**src/rtl/ctb_pkg.sv**
```systemverilog
package ctb_pkg;

    localparam logic [31:0] CTB_IDENT = 32'h7B1C_0001;

    typedef enum logic [3:0] {
        RA_IDENT   = 4'd0,
        RA_DEPTH   = 4'd1,
        RA_WIDTH   = 4'd2,
        RA_STATUS  = 4'd3,
        RA_DATA    = 4'd4,
        RA_RDPTR   = 4'd5,
        RA_WRPTR   = 4'd6,
        RA_TRIGCNT = 4'd7,
        RA_CTRL    = 4'd8
    } reg_addr_e;

    // bit 2 stopped, bit 1 wrapped, bit 0 triggered
    typedef struct packed {
        logic stopped;
        logic wrapped;
        logic triggered;
    } status_t;

    function automatic logic [31:0] status_word(status_t s);
        return {29'd0, s};
    endfunction

endpackage

```
**src/rtl/ctb_mem.sv**
```systemverilog
module ctb_mem #(
    parameter int DEPTH = 16,
    parameter int TW    = 20,
    localparam int AW   = $clog2(DEPTH)
) (
    input  logic          clk,
    input  logic          we,
    input  logic [AW-1:0] waddr,
    input  logic [TW-1:0] wdata,
    input  logic          re,
    input  logic [AW-1:0] raddr,
    output logic [TW-1:0] rdata
);
    logic [TW-1:0] ram [DEPTH];

    always_ff @(posedge clk) begin
        if (we) ram[waddr] <= wdata;
        if (re) rdata <= ram[raddr];
    end
endmodule

```
**src/rtl/ctb_capture.sv**
```systemverilog
module ctb_capture
    import ctb_pkg::*;
#(
    parameter int DEPTH = 16,
    parameter int TW    = 20,
    parameter int CNT_W = 16,
    localparam int AW   = $clog2(DEPTH)
) (
    input  logic             clk,
    input  logic             rst,
    input  logic             en,
    input  logic             trc_valid,
    input  logic [TW-1:0]    trc_word,
    input  logic             trigger_in,
    input  logic             ptr_ld,
    input  logic [AW-1:0]    ptr_val,
    input  logic             cnt_ld,
    input  logic [CNT_W-1:0] cnt_val,
    input  logic             arm,
    output logic             mem_we,
    output logic [AW-1:0]    mem_waddr,
    output logic [TW-1:0]    mem_wdata,
    output logic [AW-1:0]    wp,
    output logic [CNT_W-1:0] cnt,
    output status_t          status
);
    localparam logic [AW-1:0] LAST = AW'(DEPTH - 1);

    logic accept;
    assign accept    = en && !status.stopped && trc_valid && !ptr_ld && !arm;
    assign mem_we    = accept;
    assign mem_waddr = wp;
    assign mem_wdata = trc_word;

    always_ff @(posedge clk) begin
        if (rst) begin
            wp     <= '0;
            cnt    <= '0;
            status <= '0;
        end else begin
            if (ptr_ld) begin
                wp             <= ptr_val;
                status.wrapped <= 1'b0;
            end else if (accept) begin
                wp <= (wp == LAST) ? '0 : wp + 1'b1;
                if (wp == LAST) status.wrapped <= 1'b1;
            end

            if (arm) begin
                status.triggered <= 1'b0;
                status.stopped   <= 1'b0;
            end else if (accept) begin
                if (status.triggered) begin
                    if (cnt <= CNT_W'(1)) status.stopped <= 1'b1;
                end else if (trigger_in) begin
                    status.triggered <= 1'b1;
                    if (cnt == '0) status.stopped <= 1'b1;
                end
            end

            if (cnt_ld)
                cnt <= cnt_val;
            else if (accept && status.triggered && cnt != '0)
                cnt <= cnt - 1'b1;
        end
    end
endmodule

```
**src/rtl/ctb_regif.sv**
```systemverilog
module ctb_regif
    import ctb_pkg::*;
#(
    parameter int DEPTH = 16,
    parameter int TW    = 20,
    parameter int CNT_W = 16,
    localparam int AW   = $clog2(DEPTH)
) (
    input  logic             clk,
    input  logic             rst,
    input  logic             reg_wr,
    input  logic             reg_rd,
    input  logic [3:0]       reg_addr,
    input  logic [31:0]      reg_wdata,
    output logic [31:0]      reg_rdata,
    output logic             reg_rvalid,
    output logic             en,
    output logic             ptr_ld,
    output logic [AW-1:0]    ptr_val,
    output logic             cnt_ld,
    output logic [CNT_W-1:0] cnt_val,
    output logic             arm,
    input  logic [AW-1:0]    wp,
    input  logic [CNT_W-1:0] cnt,
    input  status_t          status,
    output logic             mem_re,
    output logic [AW-1:0]    mem_raddr,
    input  logic [TW-1:0]    mem_q,
    output logic [AW-1:0]    rp
);
    localparam int PAD = 32 - TW;

    reg_addr_e   addr;
    logic [31:0] rd_mux;
    logic [31:0] hold_q;
    logic        data_sel_q;

    assign addr      = reg_addr_e'(reg_addr);
    assign ptr_ld    = reg_wr && addr == RA_WRPTR;
    assign ptr_val   = reg_wdata[AW-1:0];
    assign cnt_ld    = reg_wr && addr == RA_TRIGCNT;
    assign cnt_val   = reg_wdata[CNT_W-1:0];
    assign arm       = reg_wr && addr == RA_CTRL;
    assign mem_re    = reg_rd && addr == RA_DATA;
    assign mem_raddr = rp;

    always_comb begin
        case (addr)
            RA_IDENT:   rd_mux = CTB_IDENT;
            RA_DEPTH:   rd_mux = 32'(DEPTH);
            RA_WIDTH:   rd_mux = 32'(TW);
            RA_STATUS:  rd_mux = status_word(status);
            RA_RDPTR:   rd_mux = 32'(rp);
            RA_WRPTR:   rd_mux = 32'(wp);
            RA_TRIGCNT: rd_mux = 32'(cnt);
            RA_CTRL:    rd_mux = {31'd0, en};
            default:    rd_mux = '0;
        endcase
    end

    always_ff @(posedge clk) begin
        if (rst) begin
            rp         <= '0;
            en         <= 1'b0;
            reg_rvalid <= 1'b0;
            hold_q     <= '0;
            data_sel_q <= 1'b0;
        end else begin
            if (reg_wr && addr == RA_RDPTR)
                rp <= reg_wdata[AW-1:0];
            else if (mem_re)
                rp <= (rp == AW'(DEPTH - 1)) ? '0 : rp + 1'b1;
            if (arm) en <= reg_wdata[0];
            reg_rvalid <= reg_rd;
            hold_q     <= rd_mux;
            data_sel_q <= mem_re;
        end
    end

    assign reg_rdata = data_sel_q ? {{PAD{1'b0}}, mem_q} : hold_q;
endmodule

```
**src/rtl/ctb_trace_buffer.sv**
```systemverilog
module ctb_trace_buffer
    import ctb_pkg::*;
#(
    parameter int DEPTH = 16,
    parameter int TW    = 20,
    parameter int CNT_W = 16
) (
    input  logic          clk,
    input  logic          rst,
    input  logic          trc_valid,
    input  logic [TW-1:0] trc_word,
    input  logic          trigger_in,
    input  logic          reg_wr,
    input  logic          reg_rd,
    input  logic [3:0]    reg_addr,
    input  logic [31:0]   reg_wdata,
    output logic [31:0]   reg_rdata,
    output logic          reg_rvalid
);
    localparam int AW = $clog2(DEPTH);

    logic             cap_en, ptr_ld, cnt_ld, arm;
    logic [AW-1:0]    ptr_val, wp, rp, mem_waddr, mem_raddr;
    logic [CNT_W-1:0] cnt_val, cnt;
    status_t          status;
    logic             mem_we, mem_re;
    logic [TW-1:0]    mem_wdata, mem_q;

    ctb_capture #(.DEPTH(DEPTH), .TW(TW), .CNT_W(CNT_W)) u_capture (
        .clk(clk), .rst(rst), .en(cap_en),
        .trc_valid(trc_valid), .trc_word(trc_word), .trigger_in(trigger_in),
        .ptr_ld(ptr_ld), .ptr_val(ptr_val), .cnt_ld(cnt_ld), .cnt_val(cnt_val),
        .arm(arm), .mem_we(mem_we), .mem_waddr(mem_waddr), .mem_wdata(mem_wdata),
        .wp(wp), .cnt(cnt), .status(status)
    );

    ctb_mem #(.DEPTH(DEPTH), .TW(TW)) u_mem (
        .clk(clk), .we(mem_we), .waddr(mem_waddr), .wdata(mem_wdata),
        .re(mem_re), .raddr(mem_raddr), .rdata(mem_q)
    );

    ctb_regif #(.DEPTH(DEPTH), .TW(TW), .CNT_W(CNT_W)) u_regif (
        .clk(clk), .rst(rst), .reg_wr(reg_wr), .reg_rd(reg_rd),
        .reg_addr(reg_addr), .reg_wdata(reg_wdata), .reg_rdata(reg_rdata),
        .reg_rvalid(reg_rvalid), .en(cap_en), .ptr_ld(ptr_ld), .ptr_val(ptr_val),
        .cnt_ld(cnt_ld), .cnt_val(cnt_val), .arm(arm), .wp(wp), .cnt(cnt),
        .status(status), .mem_re(mem_re), .mem_raddr(mem_raddr), .mem_q(mem_q),
        .rp(rp)
    );
endmodule

```
**config.mk**
```make
export PLATFORM = sky130hd
export DESIGN_NAME = ctb_trace_buffer
export DESIGN_NICKNAME = d
export VERILOG_FILES = /design/src/rtl/ctb_pkg.sv /design/src/rtl/ctb_mem.sv /design/src/rtl/ctb_capture.sv /design/src/rtl/ctb_regif.sv /design/src/rtl/ctb_trace_buffer.sv
export SDC_FILE = /design/constraint.sdc
export NUM_CORES = 1
export LEC_CHECK = 0
export ABC_AREA = 1
export CAP_MARGIN = 20
export CORE_ASPECT_RATIO = 0.7
export CORE_UTILIZATION = 35
export CTS_CLUSTER_SIZE = 24
export DETAILED_ROUTE_END_ITERATION = 16
export PLACE_DENSITY = 0.58
export SYNTH_ARGS = -nofsm -noshare
export SYNTH_HDL_FRONTEND = slang
export SYNTH_SLANG_ARGS = --single-unit
```
**constraint.sdc**
```tcl
create_clock -name clk -period 6.9 [get_ports clk]
set_input_delay 1.725 -clock clk [delete_from_list [all_inputs] [get_ports clk]]
set_output_delay 1.725 -clock clk [all_outputs]
set_load 0.05 [all_outputs]
```
==> summary.md, run 1 <==
| Metric | Value |
|---|---|
| Die Wd | 258 um |
| Area grow syn2layout | 15.4% |
| Die area | 46800 um^2 |
| Top_reg_cell synth | edfxtp_1 |
| Comb pwr share | 4.5% |
| Worst setup SP type | flip-flop |
| # rows | 65 |
| Final period util | 67.6% |
| DRC | 0 |
| CP top delay family | buffers and inverters |
| Peak VDD IR | 146 uV |
| CTS H-tree depth | 2 |
| CTS Hold Bufs | 0 |
| RR Startpoint | u_regif.mem_raddr[0] |
| Max Fclk | 0.214 GHz |
| First-pass GRT wire length | 63200 um |
| Synth top area cells | edfxtp_1, nor2_1, dfxtp_1 |
| Root Buffer | clkbuf_16 |
| Synth area leader | edfxtp_1 |
| Clock buffer depth | 3 |
| Net Sw Power | 1020 uW |
| EDFF count, synth | 340 |
| CP cell instances | buf_4, clkinv_1, nand2_1, inv_1, clkdlybuf4s50_1 |
| Async SR Flop Fraction | 0% |
| Final Setup Violations | 0 |
| Critical Path End Type | output pin |
| Worst rel slew slack | 35.8% |
| Mean routed wirelength per cell | 19.6 um |
| Cell-internal power | 3650 uW |
| GRT met3 Usage | 4.26% |
| Synth warnings | 0 |
| R2R cell count | 8 |
| Pre-Repair DR Iteration Count | 5 |
| Initial Utilization | 35.6% |
| Final core utilization | 41.0% |
| Worst path slowest cell | clkdlybuf4s50_1 |
| Mapped Area | 16100 um^2 |
| Setup Skew | 0.0182 ns |
| WP buf/inv | 4 |
| Maximum number of pins on one net before global-route repair | 88 |
| Slew Viols, Final | 0 |
| Sequential Power Share | 54.7% |
| Clock network power share | 40.8% |
| 1st-iter DRT viols | 1088 |
| Post-route minimum period | 4.67 ns |
| Met2 usage in global routing | 26.0% |
| CP max stage delay | 0.73 ns |
| Total negative slack | 0 ns |
| Critical path class | reg2out |
| PwrDens | 252 nW/um^2 |
| Layout cells sized above 1 | 7.02% |
| GRT Residual Overflow | 0 |
| Critical path peak fanout | 21 |
| LEAKAGE | 0.00637 uW |
| Core Region | 45100 um^2 |
| FF-to-FF setup slack | 3.92 ns |
| Mapped Cells | 1446 |
| Crit path DAT | 2.94 ns |
| Number of synthesized register bits | 387 |
| Hold Path Depth | 2 |
| Hold Worst Slack | 0.480 ns |
| Max-Cap Viols | 0 |
| Vias/cell | 5.10 |
| HPWL after DPL | 23900 um |
| Reg area | 11200 um^2 |
| N_diodes | 0 |
| Nets | 1569 |
| CTS tree | done |
| Worst Path Required | 5.18 ns |
| Switching share of power | 21.9% |
| Worst Hold Path EP | u_capture.status[2] |
| Multi-input gate area | 4340 um^2 |
| Drt total wl | 41800 um |
| Antenna violations before repair | 4 |
| Reg2reg end | u_mem.rdata[7] |
| # clock sinks | 387 |
| Seq/Total Area, Yosys | 69.4% |
| GR Util All Layers | 17.9% |
| Vias after detailed routing | 10800 |
| Vias in the first global route | 10300 |
| Die height | 181 um |
| Fin. Hold Viols | 0 |
| Port bufs | 73 |
| Post-cts resize count | 0 |
| Hold crit path type | reg2reg |
| RSZ-0062 raised after global routing | no |
| Final cell count without fillers | 2128 |
| Syn avg cell area | 11.1 um^2 |
| Final GP Congestion | 0.860 |
| Clock transition at path regs | 0.06 ns |
| Top post-synthesis cells by count | edfxtp_1, nor2_1, nand2_1 |
| FILL cells | 4251 |
| Status | finished, final reports clean |
| Clk Latency, worst-skew pair | 0.54 ns |
| Synth cell types | 39 |
| # placed instances | 2062 |
| Postcts setup bufs | 0 |
| Hold path startpoint | u_capture.status[2] |
| Grt met1 use | 26.6% |
| Share of the synthesized area in the top cell type | 63.6% |
| Antenna-violating nets left | 0 |
| CTS Buf Count | 37 |
| Cell with the most instances after synthesis | edfxtp_1 |
| Worst-Margin Slew | 0.964 ns |
| Ports | 95 |
| Most Crowded Layer GR | met1 |
final cells by class:
type / count / area share (%)
tap: 603 / 4.07
inverter: 52 / 1.08
clock buffer: 44 / 5.14
timing repair buffer: 101 / 5.19
sequential: 387 / 60.2
multi-input combinational: 920 / 23.5
clock inverter: 21 / 0.824
logic make-up (layout without fill, tap and decap cells):
logic type               Yosys count  after routing  synth area share, %
AND/OR/NAND/NOR                  654            654                 16.4
flip-flops                       387            387                 69.4
AO/OA/AOI/OAI                    250            250                 9.49
buffers and inverters            143            218                 3.86
adder cells (fa/ha/maj)            8              8                0.623
XOR/XNOR                           3              3                0.164
other                              1              5               0.0234
worst max-delay path by stage:
stage,cells after the start,startpoint,end
after floorplan,7,reg_addr[2],u_mem.ram[0][0]
after global placement,8,reg_addr[0],u_mem.ram[4][18]
after detailed placement,8,reg_addr[0],u_mem.ram[4][18]
after CTS,5,u_regif.data_sel_q,reg_rdata[28]
after global routing,5,u_regif.data_sel_q,reg_rdata[27]
final,5,u_regif.data_sel_q,reg_rdata[27]
layer usage:
metal  wire, um  vias up
li1           -     5181
met1      20000     5231
met2      17800      354
met3       3080       73
met4        871        6
met5         41        -
power by group through the flow:
stage	clock network [uW]	registers, uW	logic, uW
2_1_floorplan	0	2600	120
3_3_place_gp	0	2600	205
3_5_place_dp	0	2600	207
4_1_cts	1940	2550	208
5_1_grt	2030	2550	233
6_report	1910	2550	211
registers in the layout, indices dropped and copies added (netlist names):
name                 cells
u_regif.hold_q          17
u_capture.cnt           16
u_mem.ram              320
u_regif.reg_rvalid       1
u_capture.mem_waddr      4
u_regif.data_sel_q       1
u_mem.rdata             20
u_regif.mem_raddr        4
u_regif.en               1
u_capture.status         3
cell usage in the layout (no fill, tap or decap), types with 8 or more instances in the layout:
cell             Yosys  final
dfxtp_1             47     45
buf_4               13     27
nand3_1             71     71
ha_1                 8      8
inv_1               48     48
o32ai_1             40     40
o211ai_1            40     40
nor2_1             326    309
clkbuf_16            0     37
nand2_1            226    226
o21ai_0            143    143
nor3_1              14     14
nor2_2               3     20
a21oi_1             14     14
edfxtp_1           340    340
clkdlybuf4s50_1      0     73
clkinv_1             1     13
tightest hold or removal path: cells and delay by family, from the launching register on:
| kind | cells | cell delay, ns |
|---|---|---|
| compound gates | 1 | 0.06 |
| buf+inv | 1 | 0.06 |
| flops | 1 | 0.31 |
metrics by stage:
step                      cell area, um^2  setup WS, ns  total power (uW)
after global routing                18500          2.01              4810
after floorplan                     16100          3.34              2720
after detailed placement            17400          2.50              2810
after CTS                           18500          2.22              4700
final                               18500          2.23              4670
after global placement              17400          2.54              2810
No activity file was read; power rests on OpenSTA's default activity.
==> inputs of run 2 (changes only) <==
clock period = 4.6 ns   (was 6.9 ns; I/O delays follow)
==> summary.md, run 2 (synthesis gave the netlist of run 1 again) <==
| Metric | Value |
|---|---|
| Status | finished, final reports clean |
| Max-Cap Viols | 0 (unchanged) |
| 1st-iter DRT viols | 1252 (+15%) |
| CP cell instances | buf_4, clkinv_1, nand2_1, inv_1, clkdlybuf4s50_1 |
| CTS Buf Count | 38 (+2.7%) |
| RSZ-0062 raised after global routing | no |
| # clock sinks | 387 (unchanged) |
| Area grow syn2layout | 17.0% |
| Mean routed wirelength per cell | 19.5 um (-0.75%) |
| Peak VDD IR | 355 uV (+140%) |
| Largest register FFs | 320 (unchanged) |
| Final Setup Violations | 0 (unchanged) |
| Clk Latency, worst-skew pair | 0.55 ns (about the same) |
| Post-route minimum period | 4.07 ns |
| Pre-Repair DR Iteration Count | 5 (unchanged) |
| Biggest register | u_mem.ram |
| FILL cells | 4228 (-0.54%) |
| Vias/cell | 5.12 (+0.43%) |
| CTS Hold Bufs | 0 (unchanged) |
| Critical Path End Type | output pin |
| Postcts setup bufs | 0 (unchanged) |
| PwrDens | 394 nW/um^2 (+56%) |
| Most frequent cells in the layout | edfxtp_1, nor2_1, nand2_1, o21ai_0, clkdlybuf4s50_1 |
| Pwr Total | 7400 uW (+58%) |
| N_diodes | 0 (unchanged) |
| Worst rel slew slack | 31.9% (-3.9 points) |
| Worst path slowest cell | clkdlybuf4s50_1 |
| Final period util | 88.6% |
| Antenna violations before repair | 2 (-2) |
| Vias in the first global route | 10200 (-0.70%) |
| GRT Residual Overflow | 0 (unchanged) |
| Worst Path Required | 3.45 ns (-1.73 ns) |
| Critical path class | reg2out |
| Die area | 46800 um^2 (unchanged) |
| Clock transition at path regs | 0.05 ns (about the same) |
| Antenna-violating nets left | 0 (unchanged) |
| Commonest non-fill, non-tap cell in the layout | edfxtp_1 |
| Setup Skew | 0.0264 ns (+0.00821 ns) |
| DRC | 0 (unchanged) |
| Initial Utilization | 35.6% (unchanged) |
| Port bufs | 73 (unchanged) |
| Hold Worst Slack | 0.480 ns (+0.0000810 ns) |
| Top Registers | u_mem.ram: 320 flops, u_mem.rdata: 20 flops, u_regif.hold_q: 17 flops |
| CTS H-tree depth | 2 (unchanged) |
| Drt total wl | 41700 um (-0.38%) |
| HPWL after DPL | 25700 um (+7.1%) |
| Vias after detailed routing | 10900 (+0.81%) |
| Worst-Margin Slew | 1.02 ns (+0.0582 ns) |
| Final GP Congestion | 0.846 (-1.7%) |
| Die height | 181 um (unchanged) |
| Hold crit path type | reg2reg |
| Clock buffer depth | 3 (unchanged) |
| Core Region | 45100 um^2 (unchanged) |
| Layout cells sized above 1 | 7.76% (+0.75 points) |
| # rows | 65 (unchanged) |
| First-pass GRT wire length | 63400 um (+0.39%) |
| CP max stage delay | 0.73 ns (about the same) |
| Worst setup SP type | flip-flop |
| Nets | 1575 (+0.38%) |
| Max Fclk | 0.245 GHz |
| Post-cts resize count | 0 (unchanged) |
| Total negative slack | 0 ns (unchanged) |
| Slew Viols, Final | 0 (unchanged) |
| Ports | 95 (unchanged) |
| LEAKAGE | 0.00649 uW (+1.9%) |
| CTS tree | done |
| Maximum number of pins on one net before global-route repair | 96 (+9.1%) |
| Root Buffer | clkbuf_16 |
| Critical path peak fanout | 21 (unchanged) |
| Crit path DAT | 2.92 ns (-0.02 ns) |
| Die Wd | 258 um (unchanged) |
| Fin. Hold Viols | 0 (unchanged) |
| GR Util All Layers | 18.0% (+0.074 points) |
==> run 2: changes by cell type in the layout (fill, tap and decap cells not counted), sizes merged <==
| cell | change |
|---|---|
| bufinv | +6 |
| buf | +5 |
| clkinv | -4 |
| clkbuf | +1 |
==> run 2: layout make-up <==
type	count	area, um^2	share of cell area [%]
clock inverter	23	303	1.61
sequential	387	11200	59.4
clock buffer	45	977	5.20
timing repair buffer	106	1050	5.61
multi-input combinational	920	4340	23.1
tap	603	754	4.02
inverter	52	200	1.07
==> run 2: final timing paths <==
kind,endpoint,cells past startpoint,start,slack [ns]
worst max register to register,u_mem.rdata[19],6,u_regif.mem_raddr[0],2.05
worst min register to register,u_regif.en,2,u_regif.en,0.48
worst min-delay path,u_regif.en,2,u_regif.en,0.48
worst max-delay path,reg_rdata[25],5,u_regif.data_sel_q,0.53
==> run 2: critical path: cells and delay by family (launching register included) <==
kind | cells | cell delay, ns
buffers and inverters | 4 | 1.75
DFF | 1 | 0.30
and+or+nand+nor | 1 | 0.35
==> run 2: stage by stage <==
step / utilization (%) / setup WS (ns) / instance area [um^2] / std cells
after floorplan: - / 1.62 / 16100 / 1450
after global placement: 38.8 / 0.911 / 17500 / 2068
after detailed placement: 38.8 / 0.931 / 17500 / 2068
after CTS: 41.6 / 0.481 / 18800 / 2136
after global routing: 41.6 / 0.288 / 18800 / 2136
final: 41.6 / 0.525 / 18800 / 2136
==> run 2: report_power, final <==
| group | leakage, uW | total [uW] | internal (uW) | switching, uW |
|---|---|---|---|---|
| combinational | 0.00243 | 317 | 102 | 215 |
| clock | 0.000624 | 3250 | 1920 | 1330 |
| sequential | 0.00344 | 3830 | 3820 | 9.49 |
| total | 0.00649 | 7400 | 5840 | 1560 |
==> run 2: metal layers <==
layer,vias to the layer above,track usage (%),wire [um]
met1,5341,28.0,20500
met5,-,0,24
met3,54,3.90,2990
li1,5197,-,-
met2,337,25.0,17300
met4,4,4.40,769
